`config.mk`:
```
export PLATFORM = sky130hd
export DESIGN_NAME = isa_cap_reg
export DESIGN_NICKNAME = d
export VERILOG_FILES = /design/src/rtl/isa_cap_pkg.sv /design/src/rtl/isa_cap_gate.sv /design/src/rtl/isa_cap_legalise.sv /design/src/rtl/isa_cap_store.sv /design/src/rtl/isa_cap_reg.sv
export SDC_FILE = /design/constraint.sdc
export NUM_CORES = 1
export LEC_CHECK = 0
export BUFFER_PORTS_ARGS = -buffer_cell sky130_fd_sc_hd__buf_2
export CAP_MARGIN = 20
export CORE_ASPECT_RATIO = 0.9
export CORE_MARGIN = 2
export CORE_UTILIZATION = 51
export CTS_CLUSTER_SIZE = 25
export DETAILED_ROUTE_END_ITERATION = 10
export PLACE_DENSITY = 0.88
export RECOVER_POWER = 100
export SYNTH_ARGS = -nofsm -noshare
export SYNTH_HDL_FRONTEND = slang
export SYNTH_HIERARCHICAL = 1
export SYNTH_SLANG_ARGS = --single-unit
```
`constraint.sdc`:
```
create_clock -name clk -period 4.4 [get_ports clk]
set_input_delay 0.66 -clock clk [delete_from_list [all_inputs] [get_ports clk]]
set_output_delay 0.66 -clock clk [all_outputs]
set_load 0.01 [all_outputs]
```
`src/rtl/isa_cap_pkg.sv`:
```
package isa_cap_pkg;

   localparam int unsigned NUM_LETTERS = 26;
   localparam int unsigned WIDTH_FIELD = 2;

   localparam int unsigned BIT_A = 0;
   localparam int unsigned BIT_C = 2;
   localparam int unsigned BIT_D = 3;
   localparam int unsigned BIT_E = 4;
   localparam int unsigned BIT_F = 5;
   localparam int unsigned BIT_I = 8;
   localparam int unsigned BIT_M = 12;
   localparam int unsigned BIT_S = 18;
   localparam int unsigned BIT_U = 20;

   typedef logic [NUM_LETTERS-1:0] letters_t;

   function automatic letters_t default_impl_set();
      letters_t m;
      m = '0;
      m[BIT_A] = 1'b1;
      m[BIT_C] = 1'b1;
      m[BIT_D] = 1'b1;
      m[BIT_E] = 1'b1;
      m[BIT_F] = 1'b1;
      m[BIT_I] = 1'b1;
      m[BIT_M] = 1'b1;
      m[BIT_S] = 1'b1;
      m[BIT_U] = 1'b1;
      return m;
   endfunction

   function automatic logic [WIDTH_FIELD-1:0] width_code(int unsigned xlen);
      return (xlen == 64) ? 2'b10 : 2'b01;
   endfunction

endpackage

```
`src/rtl/isa_cap_gate.sv`:
```
module isa_cap_gate
   import isa_cap_pkg::*;
(
   input  logic wr_en,
   input  logic wr_allow,
   input  logic req_i,
   input  logic req_e,
   output logic accept
);
   logic has_base;
   logic wants_embedded;

   always_comb begin
      has_base       = req_i | req_e;
      wants_embedded = req_e;
      accept         = wr_en & wr_allow & has_base & ~wants_embedded;
   end
endmodule

```
`src/rtl/isa_cap_legalise.sv`:
```
module isa_cap_legalise
   import isa_cap_pkg::*;
#(
   parameter letters_t IMPL_SET    = default_impl_set(),
   parameter bit       ALIGN_CHECK = 1'b1
)(
   input  letters_t req_letters,
   input  letters_t supp_mask,
   input  logic     next_pc_b1,
   output letters_t legal_letters
);
   letters_t masked;
   letters_t dep_fixed;

   for (genvar i = 0; i < NUM_LETTERS; i++) begin : g_letter
      if (IMPL_SET[i]) begin : g_impl
         assign masked[i] = req_letters[i] & supp_mask[i];
      end else begin : g_none
         assign masked[i] = 1'b0;
      end
   end

   always_comb begin
      dep_fixed = masked;
      if (masked[BIT_D] && !masked[BIT_F]) begin
         dep_fixed[BIT_D] = 1'b0;
      end
   end

   if (ALIGN_CHECK) begin : g_align
      always_comb begin
         legal_letters = dep_fixed;
         if (next_pc_b1) begin
            legal_letters[BIT_C] = 1'b0;
         end
      end
   end else begin : g_no_align
      assign legal_letters = dep_fixed;
   end

   always_comb begin
      a_r5_d_needs_f : assert (!(legal_letters[BIT_D] && !legal_letters[BIT_F]))
         else $error("R5: D kept without F");
      a_r4_within_supp : assert ((legal_letters & ~(supp_mask & IMPL_SET)) == '0)
         else $error("R4: unsupported letter kept");
   end
endmodule

```
`src/rtl/isa_cap_store.sv`:
```
module isa_cap_store #(
   parameter int unsigned XLEN = 32
)(
   input  logic            clk,
   input  logic            rst_n,
   input  logic            accept,
   input  logic [XLEN-1:0] next_value,
   input  logic [XLEN-1:0] reset_value,
   output logic [XLEN-1:0] value_q,
   output logic            changed_q
);
   logic differs;

   always_comb differs = (next_value != value_q);

   always_ff @(posedge clk) begin
      if (!rst_n) begin
         value_q   <= reset_value;
         changed_q <= 1'b0;
      end else begin
         changed_q <= accept & differs;
         if (accept) begin
            value_q <= next_value;
         end
      end
   end

   a_r8_pulse_means_change : assert property (@(posedge clk) disable iff (!rst_n)
      changed_q |-> (value_q != $past(value_q)))
      else $error("R8: pulse without change");
   a_r8_quiet_means_stable : assert property (@(posedge clk) disable iff (!rst_n)
      !changed_q |-> $stable(value_q))
      else $error("R8: change without pulse");
endmodule

```
`src/rtl/isa_cap_reg.sv`:
```
module isa_cap_reg
   import isa_cap_pkg::*;
#(
   parameter int unsigned XLEN        = 32,
   parameter letters_t    IMPL_SET    = default_impl_set(),
   parameter bit          ALIGN_CHECK = 1'b1
)(
   input  logic                   clk,
   input  logic                   rst_n,
   input  logic                   wr_en,
   input  logic [XLEN-1:0]        wr_data,
   input  logic [NUM_LETTERS-1:0] supp_mask,
   input  logic                   wr_allow,
   input  logic                   next_pc_b1,
   output logic [XLEN-1:0]        cap_value,
   output logic                   cap_changed
);
   localparam int unsigned MID_W = XLEN - WIDTH_FIELD - NUM_LETTERS;
   localparam logic [WIDTH_FIELD-1:0] WCODE = width_code(XLEN);

   initial begin : p_param_chk
      a_xlen_legal : assert (XLEN == 32 || XLEN == 64)
         else $error("XLEN must be 32 or 64");
      a_impl_has_base : assert (IMPL_SET[BIT_I])
         else $error("implementable set must contain I");
   end

   logic     accept;
   letters_t legal_letters;
   logic [XLEN-1:0] next_value;
   logic [XLEN-1:0] reset_value;

   isa_cap_gate u_gate (
      .wr_en    (wr_en),
      .wr_allow (wr_allow),
      .req_i    (wr_data[BIT_I]),
      .req_e    (wr_data[BIT_E]),
      .accept   (accept)
   );

   isa_cap_legalise #(
      .IMPL_SET    (IMPL_SET),
      .ALIGN_CHECK (ALIGN_CHECK)
   ) u_legal (
      .req_letters   (wr_data[NUM_LETTERS-1:0]),
      .supp_mask     (supp_mask),
      .next_pc_b1    (next_pc_b1),
      .legal_letters (legal_letters)
   );

   assign next_value  = {WCODE, {MID_W{1'b0}}, legal_letters};
   assign reset_value = {WCODE, {MID_W{1'b0}}, supp_mask & IMPL_SET};

   isa_cap_store #(.XLEN(XLEN)) u_store (
      .clk         (clk),
      .rst_n       (rst_n),
      .accept      (accept),
      .next_value  (next_value),
      .reset_value (reset_value),
      .value_q     (cap_value),
      .changed_q   (cap_changed)
   );

   a_r1_strap_blocks : assert property (@(posedge clk) disable iff (!rst_n)
      (wr_en && !wr_allow) |=> ($stable(cap_value) && !cap_changed))
      else $error("R1: write passed with strap low");
   a_r2_needs_base : assert property (@(posedge clk) disable iff (!rst_n)
      (wr_en && !wr_data[BIT_I] && !wr_data[BIT_E]) |=> $stable(cap_value))
      else $error("R2: write without base stored");
   a_r3_no_embedded : assert property (@(posedge clk) disable iff (!rst_n)
      (wr_en && wr_data[BIT_E]) |=> $stable(cap_value))
      else $error("R3: embedded write stored");
   a_r6_c_alignment : assert property (@(posedge clk) disable iff (!rst_n)
      (accept && next_pc_b1 && ALIGN_CHECK) |=> !cap_value[BIT_C])
      else $error("R6: C kept while misaligned");
   a_r7_width_fixed : assert property (@(posedge clk) disable iff (!rst_n)
      1'b1 |=> $stable(cap_value[XLEN-1 -: WIDTH_FIELD]))
      else $error("R7: width field moved");
endmodule

```
==> flow_summary.toml <==
[status]
status = "complete, no violations"

[global_route]
grt_max_degree = 35
overflow = 0
grt_pass1_vias = 1288
antenna_found_initial = 0
grt_first_pass_wirelength_mm = 5.49
grtUsageTotal_pct = 16.1

[timing]
fin_crit_ns = 2.56
skew_ns = 0.00368
hold_viol = 0
tns_ns = 0
final-setup-viol-count = 0
post-route-period-util_pct = 58.2
rsz0062_at_grt = "no"
timing.fmax_mhz = 390
worstMarginPinSlew_ns = 1.00
relSlewSlack_pct = 33.2
slew_violations = 0

[die]
io_pins = 96
rows = 21
die_area_um2 = 4350
die_w_um = 69.3
initial_core_util_pct = 52.8
core_area_um2 = 3700
die_h_um = 62.7

[clock_network]
post_cts_resized = 0
path_clk_slew_ns = 0.06
htree_levels = 2
post-cts-setup-buffers = 0
clock_sinks = 33
clockRootBuffer = "clkbuf_8"
cts_tree = "yes"
hold_buffers = 0
clockBufferDepth = 2
insertion_delay_ns = 0.27
cts_buffers = 5

[route]
postRouteAntennaNets = 0
drt_wl_total_mm = 3.27
routedWlPerCell_um = 11.6
avgViaCountPerCell = 4.41
drc = 0
first_pass_iters = 4
drt_iter0_drc = 72
vias = 1249

[worst_setup_path]
critical-path-top-delay-family = "buffers and inverters"
crit_type = "in2reg"
timing.rr.start = "u_store/value_q[20]"
critPathCapture = "u_store/value_q[29]"
cp.depth = 4
worstSetupEndpointType = "flip-flop"
cp_max_fo = 18
crit_path_cell_trace = "clkbuf_1, and4b_1, nand2b_1, clkbuf_1"
crit_slowest_cell = "clkbuf_1"
crit_start = "wr_data[4]"
timing.critical_path.mode_cell = "clkbuf_1"
crit_buf_inv = 2
cp.arrival_ns = 2.45
timing.rr.end = "u_store/changed_q"
worstPathRequired_ns = 4.29
rr_worst_depth = 4
reg2reg_slack_ns = 3.04
worst_setup_path_start_kind = "input pin"
cpPeakStageDelay_ns = 0.82

[layout]
fin_nets = 299
final_area_um2 = 2360
nFillCells = 322
area_growth_pct = 20.6
drive_above_1_share_pct = 19.8
antennaDiodeCount = 0

[placement]
io_buffer_count = 55
place_area_um2 = 2310
hpwlAfterDp_mm = 2.53
place_congestion = 0.710

[yosys]
synth_cell_types = 19
ys_seq_elements = 33
yosys_warnings = 6
syn_inst = 144
syn-mean-instance-area_um2 = 13.6
ys_seq_area_share_pct = 50.2
syn_area_um2 = 1960

[pwr]
total_power_mw = 0.773
ir_worst_vdd_mv = 0.202
p_leak_nw = 0.908
powerDensity_nw_per_um2 = 328

[min_path]
hp-class = "in2reg"

[run]
drv_cap = 0
## cell usage in the layout, fill, tap and decap left out, types with 2 or more instances in the layout
| cell type | count |
|---|---|
| mux2_1 | 14 |
| mux2_2 | 18 |
| clkbuf_1 | 37 |
| xnor2_1 | 32 |
| conb_1 | 52 |
| and2_1 | 6 |
| nand4_1 | 8 |
| edfxtp_1 | 32 |
| nor4_1 | 2 |
| buf_2 | 21 |
| clkbuf_8 | 6 |
## state kept, by name, summed over array words and instances (netlist names)
name	cells
u_store/value_q	32
u_store/changed_q	1
## report_power, final
part | internal (mW) | switching [mW] | total [mW]
Sequential | 0.384 | 0.0206 | 0.405
Combinational | 0.0695 | 0.0747 | 0.144
Clock | 0.127 | 0.0968 | 0.224
Total | 0.581 | 0.192 | 0.773
## cell families (layout without fill, tap and decap cells)
family                    Yosys count  after routing  share of synthesized area (%)
buffers and inverters              21             65                           8.83
AOI/OAI and AO/OA                   1              1                          0.256
xor gates and xnor gates           32             32                           14.3
other                               3             52                          0.576
muxes                              32             32                           18.4
and+or+nand+nor                    22             22                           7.42
DFF                                33             33                           50.2
## synthesized netlist by cell type (all sizes together)
library cell,instances,share of area (%)
and3b,1,0.45
edfxtp,32,49
nand2b,1,0.32
xnor2,32,14
conb,3,0.58
nor4,2,0.64
nand4,8,2.6
and2,7,2.3
buf,21,8.8
nand2,1,0.19
and4b,1,0.51
and4,1,0.45
a21oi,1,0.26
dfxtp,1,1.0
mux2,32,18
## area by class of cell
| cell class | count | area (um^2) | area share (%) |
|---|---|---|---|
| clock buffer | 8 | 90.1 | 3.82 |
| multi-input combinational | 139 | 986 | 41.8 |
| sequential | 33 | 981 | 41.6 |
| tap | 46 | 57.6 | 2.44 |
| timing repair buffer | 57 | 244 | 10.3 |
## per-stage QoR
stage	setup WS (ns)	utilization [%]	hold slack, ns	std cells
after floorplan	2.28	-	0.693	193
after global placement	2.05	62.5	0.678	275
after detailed placement	2.00	62.5	0.713	275
after CTS	2.29	64.9	0.670	283
after global routing	1.68	63.7	0.677	283
final	1.84	63.7	0.681	283
## worst reg2reg max path: cells and delay by family (launching register included)
kind	cells	cell delay (ns)
DFF	1	0.40
AOI/OAI and AO/OA	1	0.12
xor gates and xnor gates	1	0.16
and+or+nand+nor	2	0.54
## worst min-delay path by stage
stage,startpoint,to,slack (ns),cells after the start
6_report,supp_mask[18],u_store/value_q[18],0.68,2
5_1_grt,supp_mask[3],u_store/value_q[3],0.68,2
4_1_cts,supp_mask[3],u_store/value_q[3],0.67,2
3_5_place_dp,u_store/value_q[22],u_store/changed_q,0.71,4
3_3_place_gp,u_store/value_q[11],u_store/changed_q,0.68,4
2_1_floorplan,u_store/value_q[18],u_store/changed_q,0.69,4
## metal layers
layer	part of all wire [%]	vias up	GRT usage, %
li1	-	633	-
met1	42	571	18.7
met2	51	43	29.3
met3	5.9	2	4.68
met4	0.24	0	3.68
met5	0	-	0
(Power assumes the default switching activity.)
